File: config.mk
export PLATFORM = sky130hd
export DESIGN_NAME = wfm_prog_ctrl
export DESIGN_NICKNAME = d
export VERILOG_FILES = /design/src/rtl/wfm_prog_pkg.sv /design/src/rtl/wfm_ctrl_reg.sv /design/src/rtl/wfm_seq.sv /design/src/rtl/wfm_play.sv /design/src/rtl/wfm_ram_port.sv /design/src/rtl/wfm_prog_ctrl.sv
export SDC_FILE = /design/constraint.sdc
export NUM_CORES = 1
export LEC_CHECK = 0
export ABC_AREA = 1
export CAP_MARGIN = 20
export CORE_AREA = 5 5 207 209
export CTS_BUF_LIST = sky130_fd_sc_hd__clkbuf_16
export DETAILED_ROUTE_END_ITERATION = 8
export DIE_AREA = 0 0 212 214
export PLACE_DENSITY_LB_ADDON = 0.2
export SLEW_MARGIN = 20
export SYNTH_ARGS = -nofsm -noshare
export SYNTH_HDL_FRONTEND = slang
export SYNTH_HIERARCHICAL = 1
export SYNTH_SLANG_ARGS = --single-unit
File: constraint.sdc
create_clock -name clk -period 4.7 [get_ports clk]
set_input_delay 0.47 -clock clk [delete_from_list [all_inputs] [get_ports clk]]
set_output_delay 0.47 -clock clk [all_outputs]
set_load 0.005 [all_outputs]
File: src/rtl/wfm_prog_pkg.sv
// Package: shared widths and the control word layout for the waveform
// memory programming controller. Assumes a 2048-deep, 64-bit-wide RAM set.
package wfm_prog_pkg;
    localparam int ADDR_W = 11;
    localparam int WORD_W = 64;
    localparam int CTRL_W = 2 * ADDR_W + 4;

    // Control word, most significant field first.
    typedef struct packed {
        logic              go;     // [25] start / busy, self-clearing
        logic              both;   // [24] broadcast write to both copies
        logic              selb;   // [23] choose copy B
        logic              wr;     // [22] 1 = write, 0 = read
        logic [ADDR_W-1:0] burst;  // [21:11] addresses - 1
        logic [ADDR_W-1:0] base;   // [10:0] start address
    } ctrl_t;
endpackage

File: src/rtl/wfm_ctrl_reg.sv
// Control register: holds the control word and accepts a new one only while
// no access runs. The start bit clears when the sequencer signals the last step.
// Assumes clr_go is asserted only while go is set.
module wfm_ctrl_reg
    import wfm_prog_pkg::*;
(
    input  logic  clk,
    input  logic  rst_n,
    input  logic  cfg_wr,
    input  ctrl_t cfg_in,
    input  logic  clr_go,
    output ctrl_t ctrl,
    output logic  accept
);
    // A new word is taken only when idle.
    assign accept = cfg_wr && !ctrl.go;

    // Load the word, or drop the start bit at the end of an access.
    always_ff @(posedge clk) begin
        if (!rst_n) begin
            ctrl <= '0;
        end else if (accept) begin
            ctrl <= cfg_in;
        end else if (clr_go) begin
            ctrl.go <= 1'b0;
        end
    end
endmodule

File: src/rtl/wfm_seq.sv
// Access sequencer: walks base..base+burst (modulo the depth), two strobes per
// address (even, then odd), and flags the final strobe. Assumes strobes arrive
// only as single words, one per high cycle of stb.
module wfm_seq
    import wfm_prog_pkg::*;
#(
    parameter int AW = ADDR_W
) (
    input  logic          clk,
    input  logic          rst_n,
    input  logic          load_go,
    input  logic [AW-1:0] base_new,
    input  logic          go,
    input  logic [AW-1:0] base,
    input  logic [AW-1:0] burst,
    input  logic          stb,
    output logic [AW-1:0] addr,
    output logic          half,
    output logic          last_step,
    output logic          done
);
    logic [AW-1:0] end_addr;
    logic          step;

    // Final address of the range, wrapping naturally at the depth.
    assign end_addr  = base + burst;
    assign step      = go && stb;
    assign last_step = step && half && (addr == end_addr);

    // Track address and half, and pulse done after the final odd word.
    always_ff @(posedge clk) begin
        if (!rst_n) begin
            addr <= '0;
            half <= 1'b0;
            done <= 1'b0;
        end else begin
            done <= last_step;
            if (load_go) begin
                addr <= base_new;
                half <= 1'b0;
            end else if (step) begin
                half <= !half;
                if (half && (addr != end_addr)) begin
                    addr <= addr + 1'b1;
                end
            end
        end
    end
endmodule

File: src/rtl/wfm_play.sv
// Playback address generator: while idle, steps once per cycle through
// base..base+burst and wraps to base. Reloads on demand, holds while busy.
module wfm_play
    import wfm_prog_pkg::*;
#(
    parameter int AW = ADDR_W
) (
    input  logic          clk,
    input  logic          rst_n,
    input  logic          reload,
    input  logic [AW-1:0] reload_base,
    input  logic          go,
    input  logic [AW-1:0] base,
    input  logic [AW-1:0] burst,
    output logic [AW-1:0] play_addr
);
    logic [AW-1:0] end_addr;

    assign end_addr = base + burst;

    // Reload, hold while an access runs, otherwise cycle through the range.
    always_ff @(posedge clk) begin
        if (!rst_n) begin
            play_addr <= '0;
        end else if (reload) begin
            play_addr <= reload_base;
        end else if (!go) begin
            play_addr <= (play_addr == end_addr) ? base : play_addr + 1'b1;
        end
    end
endmodule

File: src/rtl/wfm_ram_port.sv
// RAM port logic: decodes the four enables from copy selection and half,
// and registers the read-return routing for the one-cycle RAM latency.
// Assumes every RAM returns data the cycle after its enable.
module wfm_ram_port
    import wfm_prog_pkg::*;
#(
    parameter int DW = WORD_W,
    parameter int NCOPY = 2
) (
    input  logic             clk,
    input  logic             rst_n,
    input  logic             go,
    input  logic             wr,
    input  logic             both,
    input  logic             selb,
    input  logic             stb,
    input  logic             half,
    input  logic [DW-1:0]    rdata_even [NCOPY],
    input  logic [DW-1:0]    rdata_odd  [NCOPY],
    output logic [NCOPY-1:0] en_even,
    output logic [NCOPY-1:0] en_odd,
    output logic             we,
    output logic             rd_valid,
    output logic [DW-1:0]    rd_data
);
    logic             step;
    logic [NCOPY-1:0] tgt;
    logic             rd_odd_q;
    logic             rd_b_q;

    assign step = go && stb;
    assign we   = go && wr;

    // Copy targets: writes may broadcast, reads follow the copy select only.
    assign tgt[0] = wr ? (both || !selb) : !selb;
    assign tgt[1] = wr ? (both || selb) : selb;

    for (genvar g = 0; g < NCOPY; g++) begin : g_copy
        assign en_even[g] = step && tgt[g] && !half;
        assign en_odd[g]  = step && tgt[g] && half;
    end

    // Remember which RAM answers a read in the next cycle.
    always_ff @(posedge clk) begin
        if (!rst_n) begin
            rd_valid <= 1'b0;
            rd_odd_q <= 1'b0;
            rd_b_q   <= 1'b0;
        end else begin
            rd_valid <= step && !wr;
            rd_odd_q <= half;
            rd_b_q   <= selb;
        end
    end

    // Route the answering RAM to the data-out port.
    always_comb begin
        case ({rd_b_q, rd_odd_q})
            2'b00:   rd_data = rdata_even[0];
            2'b01:   rd_data = rdata_odd[0];
            2'b10:   rd_data = rdata_even[1];
            default: rd_data = rdata_odd[1];
        endcase
    end
endmodule

File: src/rtl/wfm_prog_ctrl.sv
// Top: waveform memory programming controller. Connects the control
// register, the access sequencer, the playback address generator and the RAM
// port logic. Assumes the external RAMs have a one-cycle read latency.
module wfm_prog_ctrl
    import wfm_prog_pkg::*;
(
    input  logic              clk,
    input  logic              rst_n,
    input  logic              cfg_wr,
    input  logic [CTRL_W-1:0] cfg_word,
    output logic [CTRL_W-1:0] ctrl_q,
    input  logic              xfer_stb,
    input  logic [WORD_W-1:0] xfer_wdata,
    output logic [ADDR_W-1:0] ram_addr,
    output logic [WORD_W-1:0] ram_wdata,
    output logic              ram_we,
    output logic              ram_a_even_en,
    output logic              ram_a_odd_en,
    output logic              ram_b_even_en,
    output logic              ram_b_odd_en,
    input  logic [WORD_W-1:0] ram_a_even_rdata,
    input  logic [WORD_W-1:0] ram_a_odd_rdata,
    input  logic [WORD_W-1:0] ram_b_even_rdata,
    input  logic [WORD_W-1:0] ram_b_odd_rdata,
    output logic              rd_valid,
    output logic [WORD_W-1:0] rd_data,
    output logic              done,
    output logic [ADDR_W-1:0] play_addr
);
    ctrl_t             cfg_in;
    ctrl_t             ctrl;
    logic              accept;
    logic              last_step;
    logic              half;
    logic [1:0]        en_even;
    logic [1:0]        en_odd;
    logic [WORD_W-1:0] rdata_even [2];
    logic [WORD_W-1:0] rdata_odd  [2];

    assign cfg_in = ctrl_t'(cfg_word);
    assign ctrl_q = ctrl;

    assign rdata_even[0] = ram_a_even_rdata;
    assign rdata_even[1] = ram_b_even_rdata;
    assign rdata_odd[0]  = ram_a_odd_rdata;
    assign rdata_odd[1]  = ram_b_odd_rdata;

    assign ram_wdata     = xfer_wdata;
    assign ram_a_even_en = en_even[0];
    assign ram_b_even_en = en_even[1];
    assign ram_a_odd_en  = en_odd[0];
    assign ram_b_odd_en  = en_odd[1];

    wfm_ctrl_reg u_reg (
        .clk    (clk),
        .rst_n  (rst_n),
        .cfg_wr (cfg_wr),
        .cfg_in (cfg_in),
        .clr_go (last_step),
        .ctrl   (ctrl),
        .accept (accept)
    );

    wfm_seq #(.AW(ADDR_W)) u_seq (
        .clk       (clk),
        .rst_n     (rst_n),
        .load_go   (accept && cfg_in.go),
        .base_new  (cfg_in.base),
        .go        (ctrl.go),
        .base      (ctrl.base),
        .burst     (ctrl.burst),
        .stb       (xfer_stb),
        .addr      (ram_addr),
        .half      (half),
        .last_step (last_step),
        .done      (done)
    );

    wfm_play #(.AW(ADDR_W)) u_play (
        .clk         (clk),
        .rst_n       (rst_n),
        .reload      (accept || last_step),
        .reload_base (accept ? cfg_in.base : ctrl.base),
        .go          (ctrl.go),
        .base        (ctrl.base),
        .burst       (ctrl.burst),
        .play_addr   (play_addr)
    );

    wfm_ram_port #(.DW(WORD_W), .NCOPY(2)) u_port (
        .clk        (clk),
        .rst_n      (rst_n),
        .go         (ctrl.go),
        .wr         (ctrl.wr),
        .both       (ctrl.both),
        .selb       (ctrl.selb),
        .stb        (xfer_stb),
        .half       (half),
        .rdata_even (rdata_even),
        .rdata_odd  (rdata_odd),
        .en_even    (en_even),
        .en_odd     (en_odd),
        .we         (ram_we),
        .rd_valid   (rd_valid),
        .rd_data    (rd_data)
    );
endmodule

## After elaboration in Yosys (flattened, before gate mapping)

Cells that the tools add are included.

| word-level totals | value |
|---|---|
| register bits | 53 |
| input port bits | 350 |
| output and inout bits | 183 |
| word-level logic and storage cells | 62 |

| operators by class | value |
|---|---|
| add/subtract/negate cells | 3 |
| equal/unequal tests | 6 |
| mux-type cells | 12 |
| bitwise gates (word level) | 1 |
| reduce and logical (&&, ||, !) cells | 27 |

Operators by type and width:

| cell | number |
|---|---|
| $pmux 64 s3 | 1 |
| $mux 11 | 7 |
| $add 11x1->11 const B | 2 |
| $eq 11x11->1 | 2 |
| $logic_and 1x1->1 | 14 |
| $add 11x11->11 | 1 |
| $ne 11x11->1 | 1 |
| $reduce_bool 2->1 | 3 |
| $logic_not 1->1 | 4 |
| $mux 1 | 4 |
| $logic_or 1x1->1 | 3 |
| $eq 2x1->1 const B | 1 |
| $eq 2x2->1 const B | 1 |
| $logic_not 2->1 | 1 |
| $ne 2x1->1 const B | 1 |
| $reduce_and 2->1 | 1 |
| $reduce_or 2->1 | 1 |
| $not 1->1 | 1 |

## Longest topological paths before layout

| depth | value |
|---|---|
| depth in word-level cells | 6 |
| mapped depth | 21 |
| gate-level depth less buffers | 19 |

## Modules after synthesis

The synthesis kept the hierarchy.

By module, submodules not included:

| module | times used | cells an instance | area an instance (um2) | seq. area each (um2) |
|---|---|---|---|---|
| wfm_ram_port | 1 | 393 | 2,120.8 | 60.1 |
| wfm_play | 1 | 281 | 1,602.8 | 220.2 |
| wfm_seq | 1 | 273 | 1,567.8 | 260.2 |
| wfm_ctrl_reg | 1 | 168 | 1,122.3 | 520.5 |
| wfm_prog_ctrl | 1 | 103 | 646.9 | 0.0 |

## Worst setup path before layout

No wires, ideal clock.

| timing | value |
|---|---|
| path kind | register -> register |
| from | register, netlist name u_reg/ctrl[0] |
| to | register u_play.play_addr[10] |
| setup time | 0.070 ns |
| arrival | 2.588 ns |
| data required time | 4.630 ns |
| setup slack | 2.042 ns |
| cell stages (with the launch flop) | 18 |
| buffers on the path | 2 |
| period minus slack after synthesis | 2.658 ns |
| cells stage by stage | dfxtp_1 ha_1 fa_1 xor2_1 nor2_1 nand2_1 nor2_1 nand3_1 nor2_1 nand2_1 buf_6 nor2_1 or2_1 clkbuf_1 nand2_1 o21ai_0 inv_1 a21oi_1 |

| between the ends | value |
|---|---|
| longest elaborated chain between the ends | 5 |

Ends and longest elaborated chain:

| element | line | RTL |
|---|---|---|
| $add 11x11->11 (*) | wfm_seq.sv:26 | `assign end_addr = base + burst;` |
| $eq 11x11->1 (*) | wfm_seq.sv:28 | `assign last_step = step && half && (addr == end_addr);` |
| $logic_and 1x1->1 (*) | wfm_seq.sv:28 |  |
| net last_step | wfm_prog_ctrl.sv:33 | `logic last_step;` |
| $logic_or 1x1->1 (*) | wfm_prog_ctrl.sv:82 | `.reload (accept \|\| last_step),` |
| $ne 2x1->1 (no line) or $mux 11 (tied branches) | n/a |  |
| end signal, assigned | wfm_play.sv:26 | `play_addr <= reload_base;` |
| end signal, assigned | wfm_play.sv:28 | `play_addr <= (play_addr == end_addr) ? base : play_addr + 1'b1;` |
| end, declared | wfm_play.sv:15 | `output logic [AW-1:0] play_addr` |

Mark *: on every way through the listed nets, which the timed path passes. The rest lies on a longest branch. The select of a mux whose other input is x is not followed.
A chain may end at the register's enable or synchronous reset.

## Worst setup path after layout

| timing | value |
|---|---|
| from | register, netlist name u_reg/ctrl[0] |
| to | register u_play.play_addr[6] |

| between the ends | value |
|---|---|
| longest elaborated chain between the ends | 5 |

Ends and longest elaborated chain:

| element | line |
|---|---|
| $add 11x11->11 (*) | wfm_seq.sv:26 |
| $eq 11x11->1 (*) | wfm_seq.sv:28 |
| $logic_and 1x1->1 (*) | wfm_seq.sv:28 |
| net last_step | wfm_prog_ctrl.sv:33 |
| $logic_or 1x1->1 (*) | wfm_prog_ctrl.sv:82 |
| $ne 2x1->1 (no line) or $mux 11 (tied branches) | n/a |

Marks and branches as above.

==> flow_metrics.tcl <==
set metrics [dict create \
    path_class "register to register" \
    pre_cts_ws_ns 1.082 \
    place_hpwl_mm 38.52 \
    gr-total-overflow 0 \
    synthesis.area_mm2 0.007061 \
    synth-seq-area-share_pct 15.03 \
    cp.required_ns 4.94 \
    drt-total-wl_mm 47.05 \
    core_mm2 0.04065 \
    hp-class "register to register" \
    p_int_mw 1.249 \
    ys.flop_type "dfxtp_1" \
    power_frac_seq_pct 27.5 \
    slew_headroom_pct 38.46 \
    post_cts_buffers 0 \
    finalSetupViolations 0 \
    pwr-share-comb_pct 51.5 \
    place_area_mm2 0.01089 \
    max_slew.worst_pin.slew_ns 0.9231 \
    seq_area_mm2 0.001069 \
    end_kind "register" \
    post_drt_wl_per_cell_um 23.03 \
    finalMaxSlewViolations 0 \
    antenna_found_initial 2 \
    max_freq_ghz 0.2719 \
    final_layout_size_suffix_gt1_share_pct 3.510 \
    place_congestion 0.8951 \
    nets 1883 \
    synthesis.nets 1592 \
    cts_root_buf "clkbuf_16" \
    die_h_um 214 \
    status "finished, final reports clean" \
    io_pins 533 \
    firstDrtPassIters 7 \
    port_buffers 404 \
    vias 9213 \
    power_density_mw_per_mm2 183.3 \
    vdd.ir_drop.worst_uv 125.5 \
    ys_types 34 \
    cts-resized-gates 0 \
    clkPwrFrac_pct 21.1 \
    die_area_mm2 0.04537 \
    fin_crit_ns 3.677 \
    grt_start_max_net_pins 86 \
    drt_iter0_drc 709 \
    clk_pin_slew_ns 0.08 \
    setup_ws_ns 1.023 \
    cp.arrival_ns 3.92 \
    clockBufferDepth 2 \
    synthArstFlopShare_pct 0 \
    fillCellCount 4522 \
    clock-sinks 53 \
    fin_area_mm2 0.01105 \
    initial_utilization_pct 17.37 \
    grt_pass1_wl_mm 65.95 \
    syn_to_final_growth_pct 56.53 \
    synth_warnings 6 \
    leakage_nw 4.711 \
    multi_input_area_mm2 0.004529 \
    switching_share_pct 38.38 \
    rsz0062_at_grt "false" \
    critPathMaxFanout 13 \
    cts_tree "built" \
    r2r_slack_ns 1.02 \
    vias_per_cell 4.510 \
    timing.final.crit_share_pct 78.24 \
    cts_made_buffers 5 \
    drc_errors 0 \
    drv_cap 0 \
    ant_nets 0 \
    groute.usage.overall_pct 19.35 \
    fin_tns_setup_ns 0 \
    ys_ff_latch 53 \
    finalHoldViolCount 0 \
    die_w_um 212 \
    cp-start-kind "register" \
    p_switching_uw 777.6 \
    synth-edff-count 0 \
    ctsHoldBuffers 0 \
    fin_worst_skew_ns 0.009739 \
    clock_latency_ns 0.31 \
    grt_pass1_vias 9156 \
    syn_area_per_cell_um2 5.797 \
    rows 74 \
    cts_max_level 2 \
    synthCells 1218 \
]
per-stage QoR:
stage | total power, mW | hold slack (ns) | util [%] | cells
floorplan | 1.037 | 0.4515 | - | 1218
global placement | 1.623 | 0.5088 | 26.79 | 2034
detailed placement | 1.619 | 0.5063 | 26.79 | 2034
CTS | 2.063 | 0.5198 | 27.18 | 2042
global route | 2.159 | 0.5635 | 27.18 | 2042
finish | 2.026 | 0.5089 | 27.19 | 2043
synth_stat cells, types with 2 or more instances:
cell type  number  area, um2
a21oi_1        19      95.09
a21oi_2         2      17.52
buf_2          30      150.1
buf_4          70      525.5
buf_6          25      281.5
clkbuf_1        7      26.28
clkbuf_2        2      10.01
clkinv_1        2      7.510
dfxtp_1        53       1061
fa_1            2      40.04
ha_1           22      275.3
inv_1         117      439.2
inv_2           8      30.03
nand2_1       298       1119
nand2_2         9      56.30
nand3_1       280       1401
nand3_2         3      30.03
nand3b_1        5      37.54
nand4_1        76      475.5
nor2_1        122      457.9
nor2_2          2      12.51
nor2_4          4      45.04
nor3_1          5      25.02
o21ai_0        10      50.05
or2_1           2      12.51
xnor2_1        12      105.1
xor2_1         24      210.2
path summary, 6_finish.rpt:
check,from,endpoint,depth (start not counted)
max,u_reg/ctrl[0],u_play/play_addr[6],16
min,u_reg/ctrl[23],u_port/rd_b_q,2
max reg2reg,u_reg/ctrl[0],u_play/play_addr[6],16
min reg2reg,u_reg/ctrl[23],u_port/rd_b_q,2
flip-flops by register name, indices dropped and copies added (netlist names):
signal and count:
u_reg/ctrl 26, u_play/play_addr 11, u_seq/addr 11, u_port/rd_b_q 1
u_port/rd_odd_q 1, u_port/rd_valid 1, u_seq/done 1, u_seq/half 1
placed cells by master (no fill, tap or decap):
cell type / count
dfxtp_1: 51
dfxtp_4: 2
fa_1: 2
nand3_2: 3
nand3_1: 280
or2_1: 2
a21boi_0: 1
clkinv_1: 3
nand3_4: 1
a21oi_1: 19
nand3b_1: 5
clkdlybuf4s50_1: 404
nand2_4: 1
ha_1: 22
xnor2_1: 12
a31oi_1: 1
nor2_2: 2
inv_4: 1
nor4_1: 1
o21bai_1: 1
buf_4: 14
inv_2: 8
nor2_4: 4
o21ai_0: 10
nor3_1: 5
a21o_1: 1
xor2_1: 24
a21oi_2: 2
nand4_1: 76
diode_2: 1
clkbuf_16: 6
nand2_2: 9
nand2_1: 298
nor2_1: 122
inv_1: 117
power groups by stage:
stage	Sequential, mW	Combinational, mW	Clock, mW
6_report	0.556	1.04	0.427
5_1_grt	0.566	1.14	0.457
4_1_cts	0.560	1.06	0.445
3_5_place_dp	0.570	1.05	0
3_3_place_gp	0.569	1.05	0
2_1_floorplan	0.539	0.498	0
worst max-delay path, stage by stage (launching register included):
cell	delay (ns)
dfxtp_1	0.37
ha_1	0.27
fa_1	0.46
nand3_1	0.13
nand3_2	0.10
nand2_1	0.09
nand2_1	0.05
nand2_1	0.05
nand2_1	0.05
nand3_1	0.08
nor2_1	0.04
nand2_1	0.32
nor2_1	0.13
or2_1	0.39
nor2_1	0.75
nand3_1	0.16
a21oi_1	0.15
per-layer routing:
layer	up-vias	global-route usage [%]	share of wire, %
met5	-	1.293	0.12
met4	2	2.834	1.3
met3	26	6.891	9.7
met2	406	32.66	47
met1	4277	24.13	42
li1	4502	-	-
kinds of logic after synthesis:
family	count (synthesis)	synth area share, %
adder cells (fa/ha/maj)	24	4.466
flip-flops	53	15.03
XOR/XNOR	36	4.466
buffers and inverters	261	20.82
AO/OA/AOI/OAI	35	2.712
AND/OR/NAND/NOR	809	52.51
layout make-up:
type	instances	area share [%]
clock buffer	6	1.359
inverter	127	4.313
antenna	1	0.02264
multi-input combinational	904	40.98
tap	532	6.023
clock inverter	2	0.09057
timing repair buffer	418	37.54
sequential	53	9.668
Power figures use the tool's default switching activity.
